--- config.mk ---
export PLATFORM = sky130hd
export DESIGN_NAME = tc_addsub
export DESIGN_NICKNAME = d
export VERILOG_FILES = /design/src/rtl/tc_addsub_pkg.sv /design/src/rtl/tc_addsub_decode.sv /design/src/rtl/tc_addsub_operands.sv /design/src/rtl/tc_addsub_adder.sv /design/src/rtl/tc_addsub_flags.sv /design/src/rtl/tc_addsub.sv
export SDC_FILE = /design/constraint.sdc
export NUM_CORES = 1
export LEC_CHECK = 0
export BUFFER_PORTS_ARGS = -buffer_cell sky130_fd_sc_hd__buf_2
export CAP_MARGIN = 15
export CORE_MARGIN = 5
export CORE_UTILIZATION = 50
export CTS_BUF_LIST = sky130_fd_sc_hd__clkbuf_8
export CTS_CLUSTER_SIZE = 25
export DETAILED_ROUTE_END_ITERATION = 12
export GPL_TIMING_DRIVEN = 0
export PLACE_DENSITY = 0.8
export RECOVER_POWER = 50
export SLEW_MARGIN = 5
export SYNTH_ARGS = -nofsm -noshare
export SYNTH_HDL_FRONTEND = slang
export SYNTH_SLANG_ARGS = --single-unit
--- constraint.sdc ---
create_clock -name clk -period 4.9 [get_ports clk]
set_input_delay 0.735 -clock clk [delete_from_list [all_inputs] [get_ports clk]]
set_output_delay 0.735 -clock clk [all_outputs]
set_load 0.02 [all_outputs]
--- src/rtl/tc_addsub_pkg.sv ---
// Package: shared operation codes and control types for the true-carry
// add/subtract unit. Assumes a 4-bit operation code.
package tc_addsub_pkg;

    typedef enum logic [3:0] {
        OP_ADD    = 4'd0,
        OP_ADDC   = 4'd1,
        OP_ADDE   = 4'd2,
        OP_ADDME  = 4'd3,
        OP_ADDZE  = 4'd4,
        OP_SUBF   = 4'd5,
        OP_SUBFC  = 4'd6,
        OP_SUBFE  = 4'd7,
        OP_SUBFME = 4'd8,
        OP_SUBFZE = 4'd9,
        OP_ADDI   = 4'd10,
        OP_ADDIS  = 4'd11,
        OP_ADDIC  = 4'd12,
        OP_SUBFIC = 4'd13
    } tc_op_e;

    // Source of the second addend
    typedef enum logic [2:0] {
        BSRC_REG   = 3'd0,
        BSRC_ONES  = 3'd1,
        BSRC_ZERO  = 3'd2,
        BSRC_SIMM  = 3'd3,
        BSRC_SHIMM = 3'd4
    } tc_bsrc_e;

    // Source of the carry-in term
    typedef enum logic [1:0] {
        CIN_ZERO = 2'd0,
        CIN_ONE  = 2'd1,
        CIN_CA   = 2'd2
    } tc_cin_e;

endpackage

--- src/rtl/tc_addsub_decode.sv ---
// Module: tc_addsub_decode
// Turns the operation code into datapath controls: operand inversion,
// second-addend source, carry-in source, carry update and whether the
// overflow/record options apply. Assumes nothing about op validity;
// unlisted codes report known=0.
module tc_addsub_decode
    import tc_addsub_pkg::*;
(
    input  logic [3:0] op_code,
    output logic       known,
    output logic       inv_a,
    output logic       zero_a_ok,
    output tc_bsrc_e   bsrc,
    output tc_cin_e    cin_sel,
    output logic       ca_upd,
    output logic       opts_ok
);

    // Decode table for every operation form
    always_comb begin
        known     = 1'b1;
        inv_a     = 1'b0;
        zero_a_ok = 1'b0;
        bsrc      = BSRC_REG;
        cin_sel   = CIN_ZERO;
        ca_upd    = 1'b0;
        opts_ok   = 1'b1;
        case (op_code)
            OP_ADD:    ;
            OP_ADDC:   ca_upd = 1'b1;
            OP_ADDE: begin
                cin_sel = CIN_CA;
                ca_upd  = 1'b1;
            end
            OP_ADDME: begin
                bsrc    = BSRC_ONES;
                cin_sel = CIN_CA;
                ca_upd  = 1'b1;
            end
            OP_ADDZE: begin
                bsrc    = BSRC_ZERO;
                cin_sel = CIN_CA;
                ca_upd  = 1'b1;
            end
            OP_SUBF: begin
                inv_a   = 1'b1;
                cin_sel = CIN_ONE;
            end
            OP_SUBFC: begin
                inv_a   = 1'b1;
                cin_sel = CIN_ONE;
                ca_upd  = 1'b1;
            end
            OP_SUBFE: begin
                inv_a   = 1'b1;
                cin_sel = CIN_CA;
                ca_upd  = 1'b1;
            end
            OP_SUBFME: begin
                inv_a   = 1'b1;
                bsrc    = BSRC_ONES;
                cin_sel = CIN_CA;
                ca_upd  = 1'b1;
            end
            OP_SUBFZE: begin
                inv_a   = 1'b1;
                bsrc    = BSRC_ZERO;
                cin_sel = CIN_CA;
                ca_upd  = 1'b1;
            end
            OP_ADDI: begin
                zero_a_ok = 1'b1;
                bsrc      = BSRC_SIMM;
                opts_ok   = 1'b0;
            end
            OP_ADDIS: begin
                zero_a_ok = 1'b1;
                bsrc      = BSRC_SHIMM;
                opts_ok   = 1'b0;
            end
            OP_ADDIC: begin
                bsrc   = BSRC_SIMM;
                ca_upd = 1'b1;
            end
            OP_SUBFIC: begin
                inv_a   = 1'b1;
                bsrc    = BSRC_SIMM;
                cin_sel = CIN_ONE;
                ca_upd  = 1'b1;
            end
            default: begin
                known   = 1'b0;
                opts_ok = 1'b0;
            end
        endcase
    end

endmodule

--- src/rtl/tc_addsub_operands.sv ---
// Module: tc_addsub_operands
// Builds the two addends and the carry-in from the decoded controls.
// Assumes WIDTH > IMM_W; the shifted immediate fills the top IMM_W bits.
module tc_addsub_operands
    import tc_addsub_pkg::*;
#(
    parameter int WIDTH = 32,
    parameter int IMM_W = 16
) (
    input  logic [WIDTH-1:0] opnd_a,
    input  logic [WIDTH-1:0] opnd_b,
    input  logic [IMM_W-1:0] imm,
    input  logic             a_is_r0,
    input  logic             ca_in,
    input  logic             inv_a,
    input  logic             zero_a_ok,
    input  tc_bsrc_e         bsrc,
    input  tc_cin_e          cin_sel,
    output logic [WIDTH-1:0] add_x,
    output logic [WIDTH-1:0] add_y,
    output logic             add_cin
);

    localparam int EXT_W = WIDTH - IMM_W;

    logic [WIDTH-1:0] a_eff;
    logic [WIDTH-1:0] simm;
    logic [WIDTH-1:0] shimm;

    // First addend: register zero reads as zero where allowed, then optional inversion
    always_comb begin
        a_eff = (zero_a_ok && a_is_r0) ? '0 : opnd_a;
        add_x = inv_a ? ~a_eff : a_eff;
    end

    // Immediate expansions: sign-extended and shifted to the top
    always_comb begin
        simm  = {{EXT_W{imm[IMM_W-1]}}, imm};
        shimm = {imm, {EXT_W{1'b0}}};
    end

    // Second addend selection
    always_comb begin
        case (bsrc)
            BSRC_ONES:  add_y = '1;
            BSRC_ZERO:  add_y = '0;
            BSRC_SIMM:  add_y = simm;
            BSRC_SHIMM: add_y = shimm;
            default:    add_y = opnd_b;
        endcase
    end

    // Carry-in selection
    always_comb begin
        case (cin_sel)
            CIN_ONE: add_cin = 1'b1;
            CIN_CA:  add_cin = ca_in;
            default: add_cin = 1'b0;
        endcase
    end

endmodule

--- src/rtl/tc_addsub_adder.sv ---
// Module: tc_addsub_adder
// One carry-propagate addition of two addends and a carry-in, giving the
// sum, the true carry out of the top bit and signed overflow.
// Assumes two's complement operands.
module tc_addsub_adder #(
    parameter int WIDTH = 32
) (
    input  logic [WIDTH-1:0] add_x,
    input  logic [WIDTH-1:0] add_y,
    input  logic             add_cin,
    output logic [WIDTH-1:0] sum,
    output logic             cout,
    output logic             ovf
);

    localparam int SUM_W = WIDTH + 1;

    logic [SUM_W-1:0] wide;

    // Widened sum exposes the carry out
    always_comb begin
        wide = {1'b0, add_x} + {1'b0, add_y} + {{WIDTH{1'b0}}, add_cin};
        sum  = wide[WIDTH-1:0];
        cout = wide[WIDTH];
    end

    // Overflow: like-signed addends giving an unlike-signed sum
    always_comb begin
        ovf = (add_x[WIDTH-1] == add_y[WIDTH-1]) && (sum[WIDTH-1] != add_x[WIDTH-1]);
    end

endmodule

--- src/rtl/tc_addsub_flags.sv ---
// Module: tc_addsub_flags
// Produces overflow, summary-overflow and condition-field values and
// their enables. Assumes 'active' is high only for a valid, known op.
module tc_addsub_flags #(
    parameter int WIDTH = 32
) (
    input  logic             active,
    input  logic             opts_ok,
    input  logic             ovf_req,
    input  logic             rec_req,
    input  logic             so_in,
    input  logic [WIDTH-1:0] sum,
    input  logic             ovf,
    output logic             ov_we,
    output logic             ov_val,
    output logic             so_we,
    output logic             so_val,
    output logic             cr_we,
    output logic [3:0]       cr_val
);

    logic so_now;
    logic is_neg;
    logic is_zero;

    // Overflow and sticky summary overflow
    always_comb begin
        ov_we  = active && opts_ok && ovf_req;
        ov_val = ov_we && ovf;
        so_we  = ov_we;
        so_val = ov_we && (so_in || ovf);
        so_now = ov_we ? (so_in || ovf) : so_in;
    end

    // Condition field {LT, GT, EQ, SO}
    always_comb begin
        is_neg  = sum[WIDTH-1];
        is_zero = (sum == '0);
        cr_we   = active && opts_ok && rec_req;
        cr_val  = cr_we ? {is_neg, !is_neg && !is_zero, is_zero, so_now} : 4'b0000;
    end

endmodule

--- src/rtl/tc_addsub.sv ---
// Module: tc_addsub (top)
// True-carry add/subtract-from unit with one output register stage.
// Assumes the caller feeds back the carry and summary-overflow state it
// holds; synchronous active-low reset clears every output.
module tc_addsub
    import tc_addsub_pkg::*;
#(
    parameter int WIDTH = 32,
    parameter int IMM_W = 16
) (
    input  logic             clk,
    input  logic             rst_n,
    input  logic             in_valid,
    input  logic [3:0]       op_code,
    input  logic [WIDTH-1:0] opnd_a,
    input  logic [WIDTH-1:0] opnd_b,
    input  logic [IMM_W-1:0] imm,
    input  logic             a_is_r0,
    input  logic             ca_in,
    input  logic             so_in,
    input  logic             ovf_req,
    input  logic             rec_req,
    output logic             out_valid,
    output logic [WIDTH-1:0] result,
    output logic             ca_we,
    output logic             ca_out,
    output logic             ov_we,
    output logic             ov_out,
    output logic             so_we,
    output logic             so_out,
    output logic             cr_we,
    output logic [3:0]       cr_out
);

    logic             known;
    logic             inv_a;
    logic             zero_a_ok;
    tc_bsrc_e         bsrc;
    tc_cin_e          cin_sel;
    logic             ca_upd;
    logic             opts_ok;
    logic [WIDTH-1:0] add_x;
    logic [WIDTH-1:0] add_y;
    logic             add_cin;
    logic [WIDTH-1:0] sum;
    logic             cout;
    logic             ovf;
    logic             active;
    logic             ov_we_c;
    logic             ov_val_c;
    logic             so_we_c;
    logic             so_val_c;
    logic             cr_we_c;
    logic [3:0]       cr_val_c;

    tc_addsub_decode u_decode (
        .op_code   (op_code),
        .known     (known),
        .inv_a     (inv_a),
        .zero_a_ok (zero_a_ok),
        .bsrc      (bsrc),
        .cin_sel   (cin_sel),
        .ca_upd    (ca_upd),
        .opts_ok   (opts_ok)
    );

    tc_addsub_operands #(.WIDTH(WIDTH), .IMM_W(IMM_W)) u_operands (
        .opnd_a    (opnd_a),
        .opnd_b    (opnd_b),
        .imm       (imm),
        .a_is_r0   (a_is_r0),
        .ca_in     (ca_in),
        .inv_a     (inv_a),
        .zero_a_ok (zero_a_ok),
        .bsrc      (bsrc),
        .cin_sel   (cin_sel),
        .add_x     (add_x),
        .add_y     (add_y),
        .add_cin   (add_cin)
    );

    tc_addsub_adder #(.WIDTH(WIDTH)) u_adder (
        .add_x   (add_x),
        .add_y   (add_y),
        .add_cin (add_cin),
        .sum     (sum),
        .cout    (cout),
        .ovf     (ovf)
    );

    // Only a valid, known operation may drive anything
    always_comb begin
        active = in_valid && known;
    end

    tc_addsub_flags #(.WIDTH(WIDTH)) u_flags (
        .active  (active),
        .opts_ok (opts_ok),
        .ovf_req (ovf_req),
        .rec_req (rec_req),
        .so_in   (so_in),
        .sum     (sum),
        .ovf     (ovf),
        .ov_we   (ov_we_c),
        .ov_val  (ov_val_c),
        .so_we   (so_we_c),
        .so_val  (so_val_c),
        .cr_we   (cr_we_c),
        .cr_val  (cr_val_c)
    );

    // Output stage: one register per output, cleared by reset
    always_ff @(posedge clk) begin
        if (!rst_n) begin
            out_valid <= 1'b0;
            result    <= '0;
            ca_we     <= 1'b0;
            ca_out    <= 1'b0;
            ov_we     <= 1'b0;
            ov_out    <= 1'b0;
            so_we     <= 1'b0;
            so_out    <= 1'b0;
            cr_we     <= 1'b0;
            cr_out    <= 4'b0000;
        end else begin
            out_valid <= in_valid;
            result    <= active ? sum : '0;
            ca_we     <= active && ca_upd;
            ca_out    <= active && ca_upd && cout;
            ov_we     <= ov_we_c;
            ov_out    <= ov_val_c;
            so_we     <= so_we_c;
            so_out    <= so_val_c;
            cr_we     <= cr_we_c;
            cr_out    <= cr_val_c;
        end
    end

endmodule

# After elaboration in Yosys (flattened, before gate mapping)

Cells that the tools add are included.

Bits in registers: 43
Latch bits: 0
RAM bits: 0
Bits in read-only memories: 0
Input port bits: 92
Logic and storage cells: 73
Memories kept: 0

Add/subtract/negate cells: 2
$mul: 0
Div/mod/pow operators: 0
Magnitude comparators: 0
Equality and inequality tests: 21
Shift operators: 0
Multiplexer cells: 12
Bitwise logic cells: 1
Reductions and logical operators: 28

Operators by type and width:

| kind                 | count |
|---|---|
| $pmux W32 S4         | 1 |
| $mux W32             | 2 |
| $add A32 B32 Y33     | 1 |
| $add A33 B1 Y33      | 1 |
| $logic_not A32 Y1    | 1 |
| $not A32 Y32         | 1 |
| $eq A4 B4 Y1 const B | 6 |
| $eq A4 B3 Y1 const B | 4 |
| $reduce_or A14 Y1    | 1 |
| $pmux W3 S4          | 1 |
| $reduce_or A12 Y1    | 1 |
| $reduce_or A6 Y1     | 2 |
| $logic_and A1 B1 Y1  | 11 |
| $reduce_or A10 Y1    | 1 |
| $eq A4 B2 Y1 const B | 2 |
| $eq A3 B2 Y1 const B | 2 |
| $mux W1              | 6 |
| $reduce_or A2 Y1     | 3 |
| $reduce_or A3 Y1     | 2 |
| $eq A4 B1 Y1 const B | 1 |
| $logic_not A4 Y1     | 1 |
| $pmux W2 S2          | 1 |
| $reduce_and A2 Y1    | 2 |
| $eq A3 B1 Y1 const B | 1 |
| other kinds (8)      | 9 |

# Logic depth before layout (Yosys ltp)

Depth in word-level cells: 13
Gate-level depth with buffers: 21

# By module

A second synthesis with hierarchy kept.

Cells, all modules: 613
Area, all modules: 4767.1 µm²

By module, submodules not included:

| module             | instances | cells an instance | area each (µm²) |
|---|---|---|---|
| tc_addsub_adder    | 1         | 239               | 1730.4 |
| tc_addsub_operands | 1         | 232               | 1445.1 |
| tc_addsub          | 1         | 94                | 1224.9 |
| tc_addsub_decode   | 1         | 27                | 212.7 |
| tc_addsub_flags    | 1         | 21                | 153.9 |

# Worst setup path before layout

OpenSTA, ideal clock, no wires.

Path type: input -> register
Start point: input op_code[2]
End point: register cr_out[1]
Library setup time: 0.061 ns
Data arrival time: 4.647 ns
Required time: 4.839 ns
Setup slack: 0.192 ns
Stages on the path: 21
Path buffers: 2
Cells stage by stage: clkbuf_1 inv_2 nor2_1 clkbuf_1 xnor2_1 o22ai_1 inv_1 ha_1 a21oi_1 nor2_1 fa_1 fa_1 a211oi_2 o21ai_1 nand2_1 a211oi_1 or3_1 a2111o_1 nor4_2 and4_1 and4b_1

Word-level cells in the longest chain between the ends: 10

RTL lines:

| element                                                                   | RTL line         | RTL |
|---|---|---|
| from (decl)                                                               | tc_addsub.sv:14  | `input logic [3:0] op_code,` |
| parallel branches: the longest is 10 deep, another holds $add A32 B32 Y33 | -                |  |
| to (signal assigned)                                                      | tc_addsub.sv:135 | `cr_out <= cr_val_c;` |
| to (decl)                                                                 | tc_addsub.sv:32  | `output logic [3:0] cr_out` |

Parallel ways; which one is timed is not known.
A chain may end at the register's enable or synchronous reset.

# Worst setup path after layout

Start point: input op_code[1]
End point: register cr_out[1]

The elaborated chain is that of the path after synthesis.

==> out/results.txt <==
Post-layout min period = 4.66 ns
Startpoint types = input port
Clk buf depth = 2
Vias = 5618
Top_reg_cell synth = dfxtp_1
Initial Util = 51.4%
Buffers on Ports = 132
CP peak stage delay = 0.48 ns
Core area = 0.00924 sq mm
Synth area leaders = dfxtp_1 18%, xnor2_1 9.4%, nand2_1 9.2%
Final WS setup = 0.244 ns
VDD IR-drop max = 0.158 mV
Hold-fix buffers at CTS = 0
Status = finished, final reports clean
H-tree levels = 2
# clock sinks = 43
Mean area per synthesized cell = 6.90 sq um
Total gr overflow = 0
Worst path top cell family by delay = compound AO/OA/AOI/OAI gates
Leading area contributor after synthesis = dfxtp_1
Initial detailed-routing violation count = 453
Worst rel slew slack = 59.5%
Top-area cell type share of the netlist area = 18.1%
Final worst path period share = 95.0%
Clk pin slew, worst setup/hold paths = 0.09 ns
Sum of buffers and inverters on the critical path = 4
Post-route DRC = 0
Vias/cell = 5.86
Synth Instances = 688
CP Data Arrival Time = 4.90 ns
Ys async rst share = 0%
Cells along the critical path = buf_2 > clkbuf_2 > clkbuf_1 > clkbuf_2 > o221ai_1 > a21oi_1 > ha_1 > a21o_1 > and3_1 > o21ai_1 > a211oi_1 > o41a_1 > xnor2_1 > nand2_1 > and4b_1
Final WL = 16500 um
Setup_tns = 0 ns
DR WL/cell = 17.2 um
Post-synth cell types = 62
CP Capture Type = flip-flop
First-pass detailed-route iteration total = 5
Hold Path Class = input port to flip-flop
Initial antenna violation count = 0
Power per cell area = 340 mW/mm^2
WS Path Type = input port to flip-flop
Top cell by count, worst path = clkbuf_2
Fraction of power spent switching nets = 45.2%
Antenna Cells = 0
Largest net degree at the start of global routing = 14
Sequential share of the synthesized area = 18.1%
CTS root buf = clkbuf_8
Cell Rows = 35
Clk pwr share = 16.9%
Worst hold slack = 0.680 ns
Comb power frac = 62.4%
CP Max Fanout = 10
GP Congestion = 0.943
P_sw = 885 uW
CTS tree = done
Nets = 955
Pre-CTS setup slack = -0.672 ns
Die area = 0.0115 sq mm
Filler cells = 889
Syn Nets = 815
FMAX = 0.215 GHz
Post-Syn Area = 0.00475 sq mm
Syn-to-layout area delta = 21.2%
Die height = 107 um
CP Data Required Time = 5.14 ns
TritonCTS buffer count = 5
Final ANT Viol Nets = 0
DP Wirelength = 13400 um
Sequential share of power = 20.7%
Ratio of cells with drive above 1 in the final layout = 19.4%
Total Routing Usage GR = 27.7%
Slew Viols, Final = 0
Crit-path slowest cell = o41a_1
Io pins = 136
Max Cap Viol = 0
Final Setup Violations = 0
Total of warnings raised by yosys = 0
Final Hold Viols = 0
Vias in the first global route = 5202
Commonest non-fill, non-tap cell in the layout = nand2_1
Most frequent cells in the layout = 115 x nand2_1, 95 x buf_2, 84 x a21oi_1
First-pass GRT wire length = 25600 um
EDFF count, synth = 0
Die Wd = 107 um
Worst slew pin tran = 0.608 ns
Leakage power = 0.00247 uW
FF+latch count, synth = 43
Int Pwr = 1070 uW
-- tightest hold or removal path, cell delays in order --
cell     delay (ns)
buf_2          0.09
a41oi_1        0.04
nor2_1         0.08
-- cells in the mapped netlist, types with 3 or more instances --
cell type and instances:
nand2_1 116, a21oi_1 85, nor2_1 75, xnor2_1 51, dfxtp_1 43, o21ai_0 39, clkbuf_1 37, ha_1 33
o221ai_1 17, o22ai_1 17, inv_1 15, xor2_1 13, nor3_1 11, o21ai_1 10, nor2b_1 8, and2_1 7
buf_6 7, nand4_1 7, a211oi_1 6, and3_1 6, o211ai_1 6, a21o_1 5, and4_1 5, o21a_1 5
nand3_1 4, nor4_1 4, or2_2 4, a21boi_0 3, a31oi_1 3, o21bai_1 3
-- flip-flops by register name, summed over array words and instances (netlist names) --
register   cells
ca_out         1
ca_we          1
cr_out         4
cr_we          1
out_valid      1
ov_out         1
result        32
so_out         1
so_we          1
-- power by group through the flow --
stage	combinational (uW)	sequential, uW	clock, uW
after detailed placement	1180	413	0
after floorplan	817	474	0
after CTS	1200	404	333
after global routing	1330	410	350
final	1220	405	331
after global placement	1170	411	0
-- per-stage QoR --
step                utilization, %  total power [uW]  std cells  cell area [sq um]
finish                        62.3              1960        958               5760
global route                  62.3              2090        958               5760
CTS                           62.1              1930        956               5740
detailed placement            60.3              1600        949               5570
global placement              60.3              1580        949               5570
floorplan                        -              1290        688               4750
-- final timing paths --
| check | startpoint | endpoint | slack [ns] | cells after the start |
|---|---|---|---|---|
| worst min-delay path | so_in | cr_out[0]$_SDFF_PN0_ | 0.68 | 3 |
| worst max-delay path | op_code[1] | cr_out[1]$_SDFF_PN0_ | 0.24 | 15 |
-- layout make-up --
type / instances / area [sq um] / share of cell area (%)
buffer: 46 / 264 / 4.58
sequential: 43 / 861 / 15.0
timing repair buffer: 134 / 627 / 10.9
clock inverter: 3 / 63.8 / 1.11
tap: 129 / 161 / 2.80
multi-input combinational: 582 / 3650 / 63.3
clock buffer: 5 / 68.8 / 1.20
inverter: 16 / 65.1 / 1.13
-- metal layers --
layer | vias to the layer above | global-route usage [%] | share of wire, %
met5 | - | 0 | 0
met2 | 311 | 45.5 | 46
met3 | 36 | 4.56 | 9.7
li1 | 2723 | - | -
met4 | 0 | 8.21 | 2.7
met1 | 2548 | 37.2 | 42
-- kinds of logic (layout without fill, tap and decap cells) --
group                      count (synthesis)  after routing  share of synthesized area [%]
AOI/OAI and AO/OA                        221            221                           29.0
adders and majority gates                 35             35                           9.54
xor gates and xnor gates                  64             64                           11.8
and+or+nand+nor                          261            261                           25.1
DFF                                       43             43                           18.1
muxes                                      1              1                          0.237
buffers and inverters                     63            204                           6.24
-- repair_timing --
action | CTS | global route
buffers inserted | 0 | 2
setup endpoints to repair | 3 | 5
pin swaps | 0 | 2
resized for setup | 16 | 36
Note: power is estimated with default switching activity, not from simulation.
